`config.mk`:
```
export PLATFORM = sky130hd
export DESIGN_NAME = mpath_decode_sel
export DESIGN_NICKNAME = d
export VERILOG_FILES = /design/src/rtl/mds_pkg.sv /design/src/rtl/mds_classify.sv /design/src/rtl/mds_build.sv /design/src/rtl/mds_queue.sv /design/src/rtl/mpath_decode_sel.sv
export SDC_FILE = /design/constraint.sdc
export NUM_CORES = 1
export LEC_CHECK = 0
export ABC_AREA = 1
export BUFFER_PORTS_ARGS = -buffer_cell sky130_fd_sc_hd__clkbuf_2
export CORE_MARGIN = 2
export CORE_UTILIZATION = 54
export CTS_BUF_LIST = sky130_fd_sc_hd__clkbuf_4 sky130_fd_sc_hd__clkbuf_8 sky130_fd_sc_hd__clkbuf_16
export DETAILED_ROUTE_END_ITERATION = 8
export PLACE_DENSITY = 0.72
export SYNTH_ARGS = -nofsm -noshare
export SYNTH_HDL_FRONTEND = slang
export SYNTH_SLANG_ARGS = --single-unit
export TNS_END_PERCENT = 5
```
`constraint.sdc`:
```
create_clock -name clk -period 3.4 [get_ports clk]
set_input_delay 0.68 -clock clk [delete_from_list [all_inputs] [get_ports clk]]
set_output_delay 0.68 -clock clk [all_outputs]
set_load 0.02 [all_outputs]
```
`src/rtl/mds_pkg.sv`:
```
package mds_pkg;
  localparam int SLOTS = 4;

  localparam logic [1:0] PATH_SHORT  = 2'd0;
  localparam logic [1:0] PATH_LONG   = 2'd1;
  localparam logic [1:0] PATH_VECTOR = 2'd2;

  localparam logic [1:0] CLS_COMMON  = 2'd0;
  localparam logic [1:0] CLS_SEMI    = 2'd1;
  localparam logic [1:0] CLS_COMPLEX = 2'd2;
  localparam logic [1:0] CLS_SERIAL  = 2'd3;
endpackage

```
`src/rtl/mds_classify.sv`:
```
module mds_classify
  import mds_pkg::*;
#(
  parameter int LEN_W     = 4,
  parameter int TAG_W     = 4,
  parameter int SHORT_MAX = 7,
  parameter int LONG_MAX  = 11
) (
  input  logic [LEN_W-1:0] len,
  input  logic [1:0]       cls,
  input  logic [TAG_W-1:0] tag,
  output logic [1:0]       path,
  output logic [2:0]       nops
);
  localparam logic [LEN_W-1:0] SMAX = LEN_W'(SHORT_MAX);
  localparam logic [LEN_W-1:0] LMAX = LEN_W'(LONG_MAX);

  always_comb begin
    if (len == '0 || cls == CLS_COMPLEX || cls == CLS_SERIAL)
      path = PATH_VECTOR;
    else if (cls == CLS_COMMON && len <= SMAX)
      path = PATH_SHORT;
    else if (cls == CLS_COMMON && len <= LMAX)
      path = PATH_LONG;
    else if (cls == CLS_SEMI && len <= SMAX)
      path = PATH_LONG;
    else
      path = PATH_VECTOR;
  end

  always_comb begin
    unique case (path)
      PATH_SHORT: nops = (tag[1:0] == 2'd3) ? 3'd2 : {1'b0, tag[1:0]};
      PATH_LONG:  nops = {1'b0, tag[1:0]} + 3'd1;
      default:    nops = 3'd4;
    endcase
  end
endmodule

```
`src/rtl/mds_build.sv`:
```
module mds_build
  import mds_pkg::*;
#(
  parameter int TAG_W = 4,
  localparam int UOP_W = TAG_W + 4
) (
  input  logic                   pair,
  input  logic [1:0]             path0,
  input  logic [2:0]             n0,
  input  logic [TAG_W-1:0]       tag0,
  input  logic [2:0]             n1,
  input  logic [TAG_W-1:0]       tag1,
  output logic [SLOTS*UOP_W-1:0] ops
);
  logic vec0;
  assign vec0 = (path0 == PATH_VECTOR);

  for (genvar s = 0; s < SLOTS; s++) begin : g_slot
    localparam logic [2:0] SI = 3'(s);
    logic [2:0] idx1;
    assign idx1 = SI - n0;
    always_comb begin
      if (SI < n0)
        ops[s*UOP_W +: UOP_W] = {1'b1, vec0, tag0, SI[1:0]};
      else if (pair && idx1 < n1)
        ops[s*UOP_W +: UOP_W] = {1'b1, 1'b0, tag1, idx1[1:0]};
      else
        ops[s*UOP_W +: UOP_W] = '0;
    end
  end
endmodule

```
`src/rtl/mds_queue.sv`:
```
module mds_queue #(
  parameter int W     = 34,
  parameter int DEPTH = 6,
  localparam int PTR_W = $clog2(DEPTH),
  localparam int CNT_W = $clog2(DEPTH + 1)
) (
  input  logic             clk,
  input  logic             rst_n,
  input  logic             push,
  input  logic [W-1:0]     din,
  input  logic             pop,
  output logic [W-1:0]     dout,
  output logic [CNT_W-1:0] count
);
  localparam logic [PTR_W-1:0] LAST = PTR_W'(DEPTH - 1);

  logic [W-1:0]     mem [DEPTH];
  logic [PTR_W-1:0] wp, rp;

  assign dout = mem[rp];

  always_ff @(posedge clk) begin
    if (push) mem[wp] <= din;
  end

  always_ff @(posedge clk) begin
    if (!rst_n) begin
      wp    <= '0;
      rp    <= '0;
      count <= '0;
    end else begin
      if (push) wp <= (wp == LAST) ? '0 : wp + 1'b1;
      if (pop)  rp <= (rp == LAST) ? '0 : rp + 1'b1;
      if (push && !pop)      count <= count + 1'b1;
      else if (pop && !push) count <= count - 1'b1;
    end
  end
endmodule

```
`src/rtl/mpath_decode_sel.sv`:
```
module mpath_decode_sel
  import mds_pkg::*;
#(
  parameter int LEN_W     = 4,
  parameter int TAG_W     = 4,
  parameter int SHORT_MAX = 7,
  parameter int LONG_MAX  = 11,
  parameter int DEPTH     = 6,
  localparam int UOP_W = TAG_W + 4,
  localparam int GRP_W = SLOTS * UOP_W,
  localparam int CNT_W = $clog2(DEPTH + 1)
) (
  input  logic             clk,
  input  logic             rst_n,
  input  logic             in0_valid,
  input  logic [LEN_W-1:0] in0_len,
  input  logic [1:0]       in0_cls,
  input  logic [TAG_W-1:0] in0_tag,
  output logic             in0_ready,
  input  logic             in1_valid,
  input  logic [LEN_W-1:0] in1_len,
  input  logic [1:0]       in1_cls,
  input  logic [TAG_W-1:0] in1_tag,
  output logic             in1_ready,
  output logic             out_valid,
  input  logic             out_ready,
  output logic [GRP_W-1:0] out_ops,
  output logic [1:0]       out_path
);
  localparam logic [CNT_W-1:0] FULL_CNT = CNT_W'(DEPTH);

  logic [LEN_W-1:0] e_len [2];
  logic [1:0]       e_cls [2];
  logic [TAG_W-1:0] e_tag [2];
  logic [1:0]       e_path [2];
  logic [2:0]       e_n [2];

  assign e_len[0] = in0_len;  assign e_cls[0] = in0_cls;  assign e_tag[0] = in0_tag;
  assign e_len[1] = in1_len;  assign e_cls[1] = in1_cls;  assign e_tag[1] = in1_tag;

  for (genvar e = 0; e < 2; e++) begin : g_entry
    mds_classify #(
      .LEN_W(LEN_W), .TAG_W(TAG_W), .SHORT_MAX(SHORT_MAX), .LONG_MAX(LONG_MAX)
    ) u_cls (
      .len(e_len[e]), .cls(e_cls[e]), .tag(e_tag[e]),
      .path(e_path[e]), .nops(e_n[e])
    );
  end

  logic             full, both_short, pair, push;
  logic [GRP_W-1:0] grp_ops;
  logic [CNT_W-1:0] q_count;
  logic [GRP_W+1:0] q_dout;

  assign full       = (q_count == FULL_CNT);
  assign both_short = (e_path[0] == PATH_SHORT) && (e_path[1] == PATH_SHORT);
  assign pair       = in0_valid && in1_valid && both_short && !full;
  assign push       = in0_valid && !full;
  assign in0_ready  = !full;
  assign in1_ready  = !full && in0_valid && both_short;

  mds_build #(.TAG_W(TAG_W)) u_build (
    .pair(pair), .path0(e_path[0]), .n0(e_n[0]), .tag0(e_tag[0]),
    .n1(e_n[1]), .tag1(e_tag[1]), .ops(grp_ops)
  );

  mds_queue #(.W(GRP_W + 2), .DEPTH(DEPTH)) u_queue (
    .clk(clk), .rst_n(rst_n),
    .push(push), .din({e_path[0], grp_ops}),
    .pop(out_valid && out_ready), .dout(q_dout), .count(q_count)
  );

  assign out_valid = (q_count != '0);
  assign out_ops   = q_dout[GRP_W-1:0];
  assign out_path  = q_dout[GRP_W+1:GRP_W];
endmodule

```
# Word level (Yosys, flattened, before mapping)
# Memories as Yosys holds them, arrays and structs flattened. A register that Yosys moved wholly into a read port is not among the register bits.
# Index checks and enable logic that the tools add are counted.
[classes]
eq_ne = 14
magnitude_cmp = 12
add_sub_neg = 10
n_mux = 28
reduce_logical = 34
[ops]
columns = ["op", "n"]
rows = [
  ["$mux 8", 8],
  ["$mux 2", 10],
  ["$logic_and 1x1->1", 19],
  ["$mux 3", 6],
  ["$eq 2x2->1 const B", 7],
  ["$lt 3x3->1", 4],
  ["$pmux 3 s2", 2],
  ["$add 3x1->3 const B", 3],
  ["$eq 3x3->1 const B", 3],
  ["$eq 2x1->1 const B", 4],
  ["$le 4x3->1 const B", 2],
  ["$le 4x4->1 const B", 2],
  ["$logic_not 2->1", 4],
  ["$logic_not 4->1", 2],
  ["$add 2x1->3 const B", 2],
  ["$lt 1x3->1 const A", 2],
  ["$lt 2x3->1 const A", 2],
  ["$sub 1x3->3 const A", 2],
  ["$sub 2x3->3 const A", 2],
  ["$logic_or 1x1->1", 4],
  ["$logic_not 1->1", 3],
  ["$reduce_bool 3->1", 1],
  ["$sub 3x1->3 const B", 1],
  ["$mux 1", 2],
  ["$reduce_bool 2->1", 1],
]
[word_totals]
input_bits = 25
mem_count = 1
word_cells = 102
register_bits = 9
ram_bits = 204
[mem_list]
columns = ["name", "words", "width", "rd", "rd_clocked_by_memory_dff", "wr", "line_no", "text"]
rows = [
  ["u_queue.mem", 6, 34, 1, 1, 1, "mds_queue.sv:17", "logic [W-1:0] mem [DEPTH];"],
]

# Depth between registers and ports, before layout
[logic_depth]
ltp_word = 13
mapped_depth = 15

# Modules after synthesis
# Synthesis repeated with hierarchy kept, for this count alone.
[hier_totals]
hier_cells = 901
area_unflattened_um2 = 9595.5
[by_module_without_submodules]
columns = ["module", "cells_per_inst", "n_inst", "area_each_um2"]
rows = [
  ["mds_queue", 682, 1, 8399.3],
  ["mds_build", 149, 1, 767.0],
  ["mds_classify", 27, 2, 172.7],
  ["mpath_decode_sel", 16, 1, 83.8],
]

# Least setup slack after synthesis
# No wires, ideal clock.
[synth_path]
kind = "flip-flop to flip-flop"
from = "register u_queue.count[0]"
to = "memory u_queue.mem[3][0] (enable)"
t_required_ns = 2.940
slack_ns = -0.200
setup_ns = 0.460
stages_incl_launch_ff = 7
t_arrival_ns = 3.140
period_less_slack_ns = 3.600
cell_sequence = "dfxtp_1 -> inv_1 -> nand3_1 -> nand2_2 -> nor2_1 -> inv_1 -> nor3_1"
[synth_between]
elab_chain_cells = 5
[synth_lines]
columns = ["item", "line_no", "text"]
rows = [
  ["start: declaration", "mds_queue.sv:13", "output logic [CNT_W-1:0] count"],
  ["start signal: assignment", "mds_queue.sv:34", "if (push && !pop) count <= count + 1'b1;"],
  ["start signal: assignment", "mds_queue.sv:35", "else if (pop && !push) count <= count - 1'b1;"],
  ["$eq 3x3->1", "mpath_decode_sel.sv:55", "assign full = (q_count == FULL_CNT);"],
  ["$logic_not 1->1", "n/a", ""],
  ["via in0_ready", "mpath_decode_sel.sv:19", "output logic in0_ready,"],
  ["$logic_and 1x1->1", "mpath_decode_sel.sv:58", "assign push = in0_valid && !full;"],
  ["$mux 1", "mds_queue.sv:23", "if (push) mem[wp] <= din;"],
  ["$mux 1 (not written as such)", "mds_queue.sv:23", ""],
  ["end: declaration", "mds_queue.sv:17", ""],
]
# The timed path passes the listed nets, and every way through them passes these cells.

==> flow_metrics.env <==
export IMPL_finalHoldViolations=0
export IMPL_cp_buffers_inverters=2
export IMPL_worst_hold_path_type="reg -> reg"
export IMPL_final_common_cell="edfxtp_1"
export IMPL_final_setup_viol_count=0
export IMPL_std_cell_rows=46
export IMPL_timing_hold_ws_ns=0.468
export IMPL_place_congestion=0.907
export IMPL_drcViolationCount=0
export IMPL_initial_core_util_pct=54.9
export IMPL_io_pins=62
export IMPL_worst_pin_slew_ns=0.617
export IMPL_grt_start_max_net_pins=94
export IMPL_synth_cells=713
export IMPL_setup_ws_ns=0.485
export IMPL_r2r_end="u_queue.mem[3][27]"
export IMPL_synth_warnings=0
export IMPL_power_mw=6.47
export IMPL_tritoncts="yes"
export IMPL_crit_slowest_cell="dfxtp_2"
export IMPL_fin_crit_sh_pct=85.7
export IMPL_crit_path_end_kind="output pin"
export IMPL_max_cap_violations=0
export IMPL_synth_seq_cells=198
export IMPL_drt_initial_drc_count=606
export IMPL_yosysTopAreaCell="edfxtp_1"
export IMPL_p_per_area_mw_per_mm2=657
export IMPL_worstHoldStart="u_queue.rp[0]"
export IMPL_n_fill_cell=1273
export IMPL_hpwlAfterDp_um=11400
export IMPL_clock_power_share_pct=29.9
export IMPL_min_period_ns=2.92
export IMPL_fin_nets=821
export IMPL_p_switching_mw=2.07
export IMPL_syn_to_final_growth_pct=13.8
export IMPL_ant_nets=0
export IMPL_critPathMaxFanout=25
export IMPL_intPower_mw=4.40
export IMPL_crit_type="reg -> out"
export IMPL_place_port_buffers=61
export IMPL_numCtsBuffers=17
export IMPL_power_leakage_nw=3.64
export IMPL_ys_seq_area_share_pct=67.3
export IMPL_r2r_cells=7
export IMPL_wl_per_cell_um=17.9
export IMPL_startpoint_type="flip-flop"
export IMPL_relSlewSlack_pct=58.9
export IMPL_diodes=0
export IMPL_cts_sinks=198
export IMPL_vias_per_cell=5.62
export IMPL_grt_pass1_wl_um=28100
export IMPL_sw_frac_of_total_pct=31.9
export IMPL_pre_cts_ws_ns=0.119
export IMPL_dieArea_mm2=0.0171
export IMPL_track_usage_pct=22.2
export IMPL_clockBufferDepth=2
export IMPL_wirelength_um=18000
export IMPL_drv_slew=0
export IMPL_status="complete, no violations"
export IMPL_fin_skew_ns=0.00837
export IMPL_grt_setup_unrepaired="false"
export IMPL_seq_power_share_pct=44.7
export IMPL_cp_arrival_ns=2.24
export IMPL_insertion_delay_ns=0.44
export IMPL_final_cells=1007
export IMPL_worst_ep_required_time_ns=2.72
export IMPL_clkSlewWorstSetupHoldPaths_ns=0.07
export IMPL_h_tree_depth=4
export IMPL_placedCellCount=975
export IMPL_combPwrFrac_pct=25.4
export IMPL_dieWidth_um=131
export IMPL_synth_area_leaders="edfxtp_1, nand2_1, a32o_1"
export IMPL_ir_drop_mv=0.499
export IMPL_yosysTopAreaCellShare_pct=64.5
export IMPL_reg2reg_slack_ns=1.50
export IMPL_cts_resized=0
export IMPL_fmax_mhz=343
export IMPL_firstDrtPassIters=5
export IMPL_layout_common_cells="edfxtp_1, nand2_1, clkbuf_2"
export IMPL_die_y_um=131
export IMPL_syn_area_mm2=0.00866
export IMPL_vias=5656
export IMPL_syn_avg_cell_area_um2=12.1
export IMPL_cts_hold_buf=0
export IMPL_crit_family="flip-flops"
export IMPL_ff_latch_area_mm2=0.00583
export IMPL_whs_path_depth=1
export IMPL_cts_root_buffer_cell="clkbuf_16"
export IMPL_multi_input_area_mm2=0.00252
export IMPL_core_area_mm2=0.0158
export IMPL_cts_setup_buffers=0
export IMPL_antenna_found_initial=0
export IMPL_first_global_vias=5366
export IMPL_drive_gt1_share_pct=20.6
export IMPL_overflow=0
export IMPL_synth_cell_types=37
export IMPL_r2r_start="u_queue.count[0]"
export IMPL_path_cells="buf_4, a21oi_1, a32o_1, o22ai_1, clkbuf_2"
export IMPL_slowest_delay_ns=0.73
[logic make-up (layout without fill, tap and decap cells)]
kind of cell | after synthesis | count (layout) | share of synthesized area (%)
AOI/OAI and AO/OA | 150 | 150 | 11.4
xor gates and xnor gates | 3 | 3 | 0.304
adders and majority gates | 18 | 18 | 2.69
buffers and inverters | 85 | 158 | 4.18
DFF | 198 | 198 | 67.3
other | 1 | 6 | 0.0433
and+or+nand+nor | 258 | 258 | 14.1
[cell usage after synthesis (all sizes together)]
master  instances
buf            18
nor2           57
a21o            2
and2            1
o31a            1
a21oi          40
o21ai          45
nand3          14
conb            1
clkbuf         19
ha             17
nand4          12
nor3            8
nand2         166
inv            48
fa              1
a32o           31
xor2            2
o22ai          31
xnor2           1
dfxtp          12
edfxtp        186
[worst max path at each step]
stage	startpoint	to	slack [ns]	cells after the start
after floorplan	u_queue.count[0]	u_queue.mem[2][0]	-0.16	6
after global placement	in0_cls[1]	u_queue.mem[5][1]	0.22	16
after detailed placement	in0_cls[1]	u_queue.mem[2][1]	0.12	16
after CTS	flip-flop	out_ops[11]	0.45	5
after global routing	in0_cls[1]	u_queue.mem[2][1]	0.28	16
final	flip-flop	out_ops[11]	0.48	5
[routing by layer]
metal	global-route usage [%]	up-vias	wire length [um]
li1	-	2706	-
met1	29.5	2762	7930
met2	36.3	167	8900
met3	4.76	21	885
met4	8.64	0	313
met5	0	-	0
[power by group through the flow]
stage	combinational, mW	sequential [mW]	clock (mW)
6_report	1.64	2.89	1.93
3_5_place_dp	1.66	2.95	0
3_3_place_gp	1.60	2.94	0
5_1_grt	1.81	2.91	2.06
2_1_floorplan	1.19	2.92	0
4_1_cts	1.66	2.90	1.97
[stage by stage]
step / setup TNS (ns) / util (%) / area [um^2]
after floorplan: -14.41 / - / 8680
after global placement: 0 / 58.8 / 9270
after detailed placement: 0 / 58.8 / 9270
after CTS: 0 / 62.5 / 9850
after global routing: 0 / 62.5 / 9850
final: 0 / 62.5 / 9850
[registers in the layout, summed over array words and instances, names as in the netlist, named ones only]
register	cells
u_queue.mem	186
u_queue.wp	3
u_queue.rp	3
u_queue.count	3
[layout make-up]
class                   instances  share of cell area [%]
clock buffers                  19                    4.83
repair buffers                 78                    4.78
inverters                      48                    1.85
flip-flops and latches        198                    59.2
clock inverters                13                    1.04
well taps                     216                    2.74
multi-input cells             435                    25.6
No activity file was read; power rests on OpenSTA's default activity.
